`config.mk`:
```
export PLATFORM = sky130hd
export DESIGN_NAME = uart_dual_host_if
export DESIGN_NICKNAME = d
export VERILOG_FILES = /design/src/rtl/uart_hif_pkg.sv /design/src/rtl/uart_hif_sync.sv /design/src/rtl/uart_hif_bank.sv /design/src/rtl/uart_hif_mfmux.sv /design/src/rtl/uart_dual_host_if.sv
export SDC_FILE = /design/constraint.sdc
export NUM_CORES = 1
export LEC_CHECK = 0
export CAP_MARGIN = 5
export CORE_MARGIN = 2
export CORE_UTILIZATION = 45
export DETAILED_ROUTE_END_ITERATION = 7
export GPL_TIMING_DRIVEN = 0
export MAX_ROUTING_LAYER = met4
export SKIP_CTS_REPAIR_TIMING = 1
export SYNTH_ARGS = -nofsm -noshare
export SYNTH_HDL_FRONTEND = slang
export SYNTH_SLANG_ARGS = --single-unit
```
`constraint.sdc`:
```
create_clock -name clk -period 3.55 [get_ports clk]
set_input_delay 0.71 -clock clk [delete_from_list [all_inputs] [get_ports clk]]
set_output_delay 0.71 -clock clk [all_outputs]
set_load 0.01 [all_outputs]
```
`src/rtl/uart_hif_pkg.sv`:
```
package uart_hif_pkg;
  localparam int AW = 3;
  localparam int DW = 8;
  localparam int NREG = 1 << AW;
  localparam logic [AW-1:0] AFR_ADDR = 3'd2;
  localparam logic [AW-1:0] MCR_ADDR = 3'd4;
  localparam logic [DW-1:0] MCR_RST  = 8'h08;
  localparam int OP2_BIT = 3;

  typedef enum logic [1:0] {
    MF_OP2     = 2'd0,
    MF_BAUD    = 2'd1,
    MF_RXRDY   = 2'd2,
    MF_OP2_ALT = 2'd3
  } mf_sel_e;
endpackage

```
`src/rtl/uart_hif_sync.sv`:
```
module uart_hif_sync #(
  parameter int W = 1,
  parameter logic [W-1:0] RST_VAL = '0
) (
  input  logic         clk,
  input  logic         rst_n,
  input  logic [W-1:0] d,
  output logic [W-1:0] q
);
  logic [W-1:0] meta;
  always_ff @(posedge clk or negedge rst_n) begin
    if (!rst_n) begin
      meta <= RST_VAL;
      q    <= RST_VAL;
    end else begin
      meta <= d;
      q    <= meta;
    end
  end
endmodule

```
`src/rtl/uart_hif_bank.sv`:
```
module uart_hif_bank
  import uart_hif_pkg::*;
(
  input  logic          clk,
  input  logic          rst_n,
  input  logic          we,
  input  logic [AW-1:0] waddr,
  input  logic [DW-1:0] wdata,
  input  logic [AW-1:0] raddr,
  output logic [DW-1:0] rdata,
  output logic          bcast_en,
  output mf_sel_e       mf_sel,
  output logic          op2
);
  logic [DW-1:0] regs [NREG];

  always_ff @(posedge clk or negedge rst_n) begin
    if (!rst_n) begin
      for (int i = 0; i < NREG; i++)
        regs[i] <= (AW'(i) == MCR_ADDR) ? MCR_RST : '0;
    end else if (we) begin
      regs[waddr] <= wdata;
    end
  end

  assign rdata    = regs[raddr];
  assign bcast_en = regs[AFR_ADDR][0];
  assign mf_sel   = mf_sel_e'(regs[AFR_ADDR][2:1]);
  assign op2      = regs[MCR_ADDR][OP2_BIT];
endmodule

```
`src/rtl/uart_hif_mfmux.sv`:
```
module uart_hif_mfmux
  import uart_hif_pkg::*;
(
  input  mf_sel_e sel,
  input  logic    op2,
  input  logic    baud16x,
  input  logic    rxrdy_n,
  output logic    mf_n
);
  always_comb begin
    unique case (sel)
      MF_BAUD:  mf_n = ~baud16x;
      MF_RXRDY: mf_n = rxrdy_n;
      default:  mf_n = ~op2;
    endcase
  end
endmodule

```
`src/rtl/uart_dual_host_if.sv`:
```
module uart_dual_host_if
  import uart_hif_pkg::*;
(
  input  logic          clk,
  input  logic          rst_n,
  input  logic          cs_n,
  input  logic          chsel,
  input  logic [AW-1:0] addr,
  input  logic          rd_n,
  input  logic          wr_n,
  input  logic [DW-1:0] bus_din,
  output logic [DW-1:0] bus_dout,
  output logic          bus_oe,
  input  logic [1:0]    baud16x,
  input  logic [1:0]    rxrdy_n,
  output logic [1:0]    mf_n
);
  localparam int NCH = 2;
  localparam int SW  = 3 + AW + DW;
  localparam logic [SW-1:0] SYNC_RST = {1'b1, 1'b0, 1'b1, {AW{1'b0}}, {DW{1'b0}}};

  logic [SW-1:0] sync_q;
  logic          cs_s, chsel_s, wr_s;
  logic [AW-1:0] addr_s;
  logic [DW-1:0] data_s;

  uart_hif_sync #(.W(SW), .RST_VAL(SYNC_RST)) u_sync (
    .clk  (clk),
    .rst_n(rst_n),
    .d    ({cs_n, chsel, wr_n, addr, bus_din}),
    .q    (sync_q)
  );
  assign {cs_s, chsel_s, wr_s, addr_s, data_s} = sync_q;

  logic          cs_q, chsel_q, wr_q;
  logic [AW-1:0] addr_q;
  logic [DW-1:0] data_q;
  always_ff @(posedge clk or negedge rst_n) begin
    if (!rst_n) begin
      cs_q    <= 1'b1;
      chsel_q <= 1'b0;
      wr_q    <= 1'b1;
      addr_q  <= '0;
      data_q  <= '0;
    end else begin
      cs_q    <= cs_s;
      chsel_q <= chsel_s;
      wr_q    <= wr_s;
      addr_q  <= addr_s;
      data_q  <= data_s;
    end
  end

  logic wr_commit;
  assign wr_commit = wr_s & ~wr_q & ~cs_q;

  logic [NCH-1:0]  bcast_bits, op2_w, bank_we;
  mf_sel_e         mf_sel_w [NCH];
  logic [DW-1:0]   rdata_ch [NCH];
  logic            bcast;
  assign bcast = |bcast_bits;

  for (genvar c = 0; c < NCH; c++) begin : g_ch
    assign bank_we[c] = wr_commit & (bcast | (chsel_q == 1'(c)));

    uart_hif_bank u_bank (
      .clk     (clk),
      .rst_n   (rst_n),
      .we      (bank_we[c]),
      .waddr   (addr_q),
      .wdata   (data_q),
      .raddr   (addr_s),
      .rdata   (rdata_ch[c]),
      .bcast_en(bcast_bits[c]),
      .mf_sel  (mf_sel_w[c]),
      .op2     (op2_w[c])
    );

    uart_hif_mfmux u_mf (
      .sel    (mf_sel_w[c]),
      .op2    (op2_w[c]),
      .baud16x(baud16x[c]),
      .rxrdy_n(rxrdy_n[c]),
      .mf_n   (mf_n[c])
    );
  end

  assign bus_dout = rdata_ch[chsel_s];
  assign bus_oe   = ~cs_n & ~rd_n;
endmodule

```
Word level (Yosys, flattened, before mapping):

Cells that the tools add are included.

* register bits: 170
* memories: 0
* word-level logic and storage cells: 67
* output and inout port bits: 11
* RAM bits: 0
* bits in latches: 0
* bits in read-only memories: 0
* bits of input ports: 21

* order comparisons: 4
* shift operators: 0
* div/mod/pow operators: 0
* $add $sub $neg: 0
* multiply operators: 0
* reduce and logical (&&, ||, !) cells: 2
* equal/unequal tests: 4
* bitwise logic cells: 19
* mux-type cells: 15

Operators by type and width (count)
* $bwmux 64: 2
* $mux 8: 8
* $bmux 8 s3: 2
* $demux 8 s3: 1
* $not 1->1: 9
* $ge 4x4->1 const B: 2
* $not 3->4: 2
* $and 1x1->1: 5
* $eq 2x1->1 const B: 2
* $eq 2x2->1 const B: 2
* $lt 4x1->1 const B: 1
* $pmux 1 s2: 2
* $ge 2x2->1 const B: 1
* $not 1->2: 1
* $or 1x1->1: 2
* $reduce_or 2->1: 1
* $logic_and 1x1->1: 1

Depth between registers and ports, before layout:

* depth in word-level cells: 7
* mapped depth: 5
* depth with buffers taken out: 4

Cells and area by module:

A second synthesis with hierarchy kept.

* cells, all modules: 421
* area total of the unflattened synthesis: 7360.8 um^2

By module, submodules not included
* uart_hif_bank: area an instance 3009.1 um^2, instances 2, sequential area each 1602.8 um^2, cells an instance 174
* uart_hif_sync: area an instance 705.7 um^2, instances 1, sequential area each 705.7 um^2, cells an instance 28
* uart_dual_host_if: area an instance 521.8 um^2, instances 1, sequential area each 352.8 um^2, cells an instance 29
* uart_hif_mfmux: area an instance 57.6 um^2, instances 2, sequential area each 0.0 um^2, cells an instance 8

Worst setup path before layout:

OpenSTA, ideal clock, no wires.

* kind: flip-flop to output port
* start point: register u_sync.q[8]
* end point: output port bus_dout[1]
* data required time: 2840 ps
* arrival time: 1657 ps
* cell stages (with the launch flop): 6
* path slack: 1183 ps
* path buffers: 2
* path through: dfrtp_1 > clkbuf_1 > buf_2 > mux4_2 > a22oi_1 > nand2_1

* longest elaborated chain between the ends: 7
* elaborated cells on any way between the ends: 10
* classes of those cells: 9 x mux; 1 x bitwise

Ends and longest elaborated chain
* start, declared: RTL line uart_hif_sync.sv:8 `output logic [W-1:0] q`
* start signal, assigned: RTL line uart_hif_sync.sv:17 `q <= meta;`
* $not 3->4 (implied by the code) *: RTL line uart_hif_bank.sv:26 `assign rdata = regs[raddr];`
* $bmux 8 s3: RTL line uart_hif_bank.sv:26
* $mux 8 (implied by the code) (2 in a row): RTL line uart_hif_bank.sv:26
* $mux 8 (implied by the code) * (3 in a row): RTL line uart_dual_host_if.sv:88 `assign bus_dout = rdata_ch[chsel_s];`
* end, declared: RTL line uart_dual_host_if.sv:12 `output logic [DW-1:0] bus_dout,`

Every way passes the cells marked *; elsewhere a longest branch is shown, timed or not. The select of a mux whose other input is x is not followed.

Worst setup path in the final report:

* start point: register u_sync.q[8]
* end point: output port bus_dout[6]

Same word-level chain as after synthesis.

==> impl_metrics.toml <==
[outcome]
run_status = "finished clean"

[die]
design.portCount = 32
start_util = 0.457
die_w_um = 131
design.die.area_um2 = 17000
core-area_um2 = 15800
floorplan.rows = 46
die_height_um = 131

[routing]
wire_per_inst_um = 22.3
antenna_violating_nets_post_route = 0
total_routed_wirelength_mm = 15.8
via_per_instance_ratio = 5.55
drt_pre_antenna_iters = 4
route.vias.total = 3928
dr.first_iter.drc_count = 268
drt_drc_violations_left = 0

[critical_path]
worstReg2RegEnd = "g_ch[1].u_bank.regs[17]"
critical-path-slowest-cell = "sky130_fd_sc_hd__mux4_2"
worst_ep_arrival_time_ps = 2640
critical_path_depth = 5
timing.critical_path.from_type = "flop"
crit_fanout = 10
setup.worst_path.end = "bus_dout[6]"
crit_chain = "buf_4, mux4_2, a22oi_1, nand2_1, clkdlybuf4s50_1"
critPathMaxStageDelay_ps = 550
worstSetupEndpointType = "primary output"
reg2reg_slack_ps = 1080
crit_start = "u_sync.q[8]"
reg2reg_depth = 4
critical_path_class = "flop to primary output"
worst_r2r_startpoint = "u_sync.q[11]"
crit_buf_inv = 2
crit_required_ps = 2840
timing.critical_path.max_delay_family = "buffers and inverters"

[flow_run]
max_cap_viol_count = 0

[clocking]
h-tree-depth = 4
clkTransAtPathRegs_ps = 70
cts_buffer_depth = 2
num_cts_buffers = 17
clock_sink_count = 170
clk-insertion-delay-late_ps = 430
clock-root-buffer = "sky130_fd_sc_hd__clkbuf_16"
cts_tree = "built"

[logic_synthesis]
synth_warnings = 0
synth_seq_area_share = 0.592
synth_cells = 429
netlist.area_leader.share = 0.563
syn-mean-instance-area_um2 = 16.8
post_synth_main_area_contributors = "sky130_fd_sc_hd__dfrtp_1 56%, sky130_fd_sc_hd__mux2_2 20%, sky130_fd_sc_hd__mux4_2 10%, sky130_fd_sc_hd__dfstp_2 2.9%, sky130_fd_sc_hd__nor4_4 2.4%"
synthDominantAreaCellType = "sky130_fd_sc_hd__dfrtp_1"
number_of_unique_standard_cell_types_used_by_synthesis = 31
ys_seq_elements = 170
synth.cell_area_um2 = 7200
mapped_nets = 454

[grt]
grt_pass1_vias = 4168
largest_net_degree_at_the_start_of_global_routing = 92
globalRouteOverflowTotal = 0
antenna_found_initial = 0
grt_usage = 0.213
grt_first_pass_wirelength_mm = 24.5

[pwr]
total_leakage_power_nw = 3.76
total_power_mw = 4.78
max-vdd-ir-drop_v = 0.000340
pwr_density_cell_nw_per_um2 = 568

[finish]
diodes = 0
nFillCells = 1356
nets = 504
share_of_layout_cells_above_drive_strength_1 = 0.463
layout.cell_area.non_filler_um2 = 8410
synthToLayoutAreaGrowth_pct = 16.8

[sta]
whs_ps = 268
max_freq_mhz = 299
finalClockSkew_ps = 10.2
setup_violators_final = 0
final-max-slew-violation-count = 0
period_share = 0.943
worst_pin_slew_ps = 994
report.final.hold_viol_count = 0
fin_tns_setup_ps = 0
max-slew-margin-rel = 0.335
rsz0062_at_grt = "no"
finalWorstSetupSlack_ps = 201
minimum_clock_period_after_layout_ps = 3350

[place]
portBuffers = 31
hpwl_mm = 9.79
gp_routability_congestion = 0.779
pre_cts_slack_ps = 283
placedInstanceArea_um2 = 7820

[worst_hold_path]
min-delay-path-class = "input port to async pin"
## cell families after synthesis
logic type | count (synthesis) | share of synthesized area
muxes | 160 | 0.300
buffers and inverters | 32 | 0.0252
AOI/OAI and AO/OA | 20 | 0.0205
DFF | 170 | 0.592
and+or+nand+nor | 43 | 0.0551
adders and majority gates | 4 | 0.00695
## cells in the final DEF, fill, tap and decap left out, types with 5 or more instances in the layout
master and instances:
sky130_fd_sc_hd__mux2_2 128, sky130_fd_sc_hd__nand4_1 5, sky130_fd_sc_hd__nand2_1 9, sky130_fd_sc_hd__inv_1 6, sky130_fd_sc_hd__mux4_2 32, sky130_fd_sc_hd__a22oi_1 16, sky130_fd_sc_hd__clkdlybuf4s50_1 30, sky130_fd_sc_hd__dlygate4sd1_1 8
sky130_fd_sc_hd__dfrtp_1 162, sky130_fd_sc_hd__inv_6 6, sky130_fd_sc_hd__nor4_4 8, sky130_fd_sc_hd__dfstp_2 8, sky130_fd_sc_hd__clkbuf_2 5, sky130_fd_sc_hd__clkbuf_16 17
## where the power goes
group | switching, mW | internal [mW] | total (mW)
Combinational | 0.250 | 0.382 | 0.632
Clock | 0.839 | 0.992 | 1.83
Sequential | 0.133 | 2.19 | 2.32
Total | 1.22 | 3.56 | 4.78
## area by class of cell
class,instances,area (um^2),area share
buffer,25,170,0.0202
clock buffer,17,425,0.0506
clock inverter,15,159,0.0189
inverter,6,22.5,0.00268
multi-input combinational,227,2760,0.328
sequential,170,4260,0.507
tap,216,270,0.0321
timing repair buffer,32,343,0.0408
## metrics by stage
step / utilization / std cells
2_1_floorplan: - / 429
3_3_place_gp: 0.493 / 676
3_5_place_dp: 0.496 / 677
4_1_cts: 0.533 / 709
5_1_grt: 0.533 / 708
6_report: 0.533 / 708
## layer usage
metal	vias to the layer above	GRT usage	share of wire
li1	1710	-	-
met1	2118	0.260	0.41
met2	82	0.352	0.53
met3	18	0.0505	0.053
met4	0	0.0676	0.016
met5	-	-	0
## Yosys cell counts, drive strengths merged
| cell | number |
|---|---|
| or2b | 2 |
| nor3 | 1 |
| nand2 | 9 |
| inv | 6 |
| buf | 8 |
| clkbuf | 10 |
| ha | 4 |
| dlygate4sd1 | 8 |
| nor2 | 3 |
| a22oi | 16 |
| a221oi | 2 |
| mux2 | 128 |
| nor4 | 8 |
| nor2b | 4 |
| mux4 | 32 |
| and2 | 2 |
| or3b | 2 |
| or3 | 1 |
| or2 | 1 |
| dfrtp | 162 |
| a21oi | 2 |
| nor3b | 2 |
| nand4 | 8 |
| dfstp | 8 |
## worst reg2reg max path, cell delays in order, from the launching register on
cell                       delay [ps]
sky130_fd_sc_hd__dfstp_2          540
sky130_fd_sc_hd__nor3b_1          160
sky130_fd_sc_hd__clkbuf_1         360
sky130_fd_sc_hd__nand4_1          740
sky130_fd_sc_hd__mux2_2           540
## flip-flops by register name, summed over array words and instances (netlist names)
name and cells:
u_sync.q 14, g_ch.u_bank.op2 2, addr_q 3, g_ch.u_bank.bcast_en 2
g_ch.u_bank.regs 120, wr_q 1, g_ch.u_bank.mf_sel 4, u_sync.meta 14
chsel_q 1, data_q 8, cs_q 1
## worst min path at each step
stage | start | end | depth (start not counted) | slack, ps
3_3_place_gp | u_sync.q[7] | data_q[7] | 0 | 330
5_1_grt | rst_n | u_sync.q[0] | 1 | 310
3_5_place_dp | u_sync.q[4] | data_q[4] | 0 | 330
6_report | rst_n | u_sync.q[0] | 1 | 270
4_1_cts | rst_n | u_sync.q[0] | 1 | 270
2_1_floorplan | u_sync.q[0] | data_q[0] | 0 | 330
Note: power is estimated with default switching activity, not from simulation.
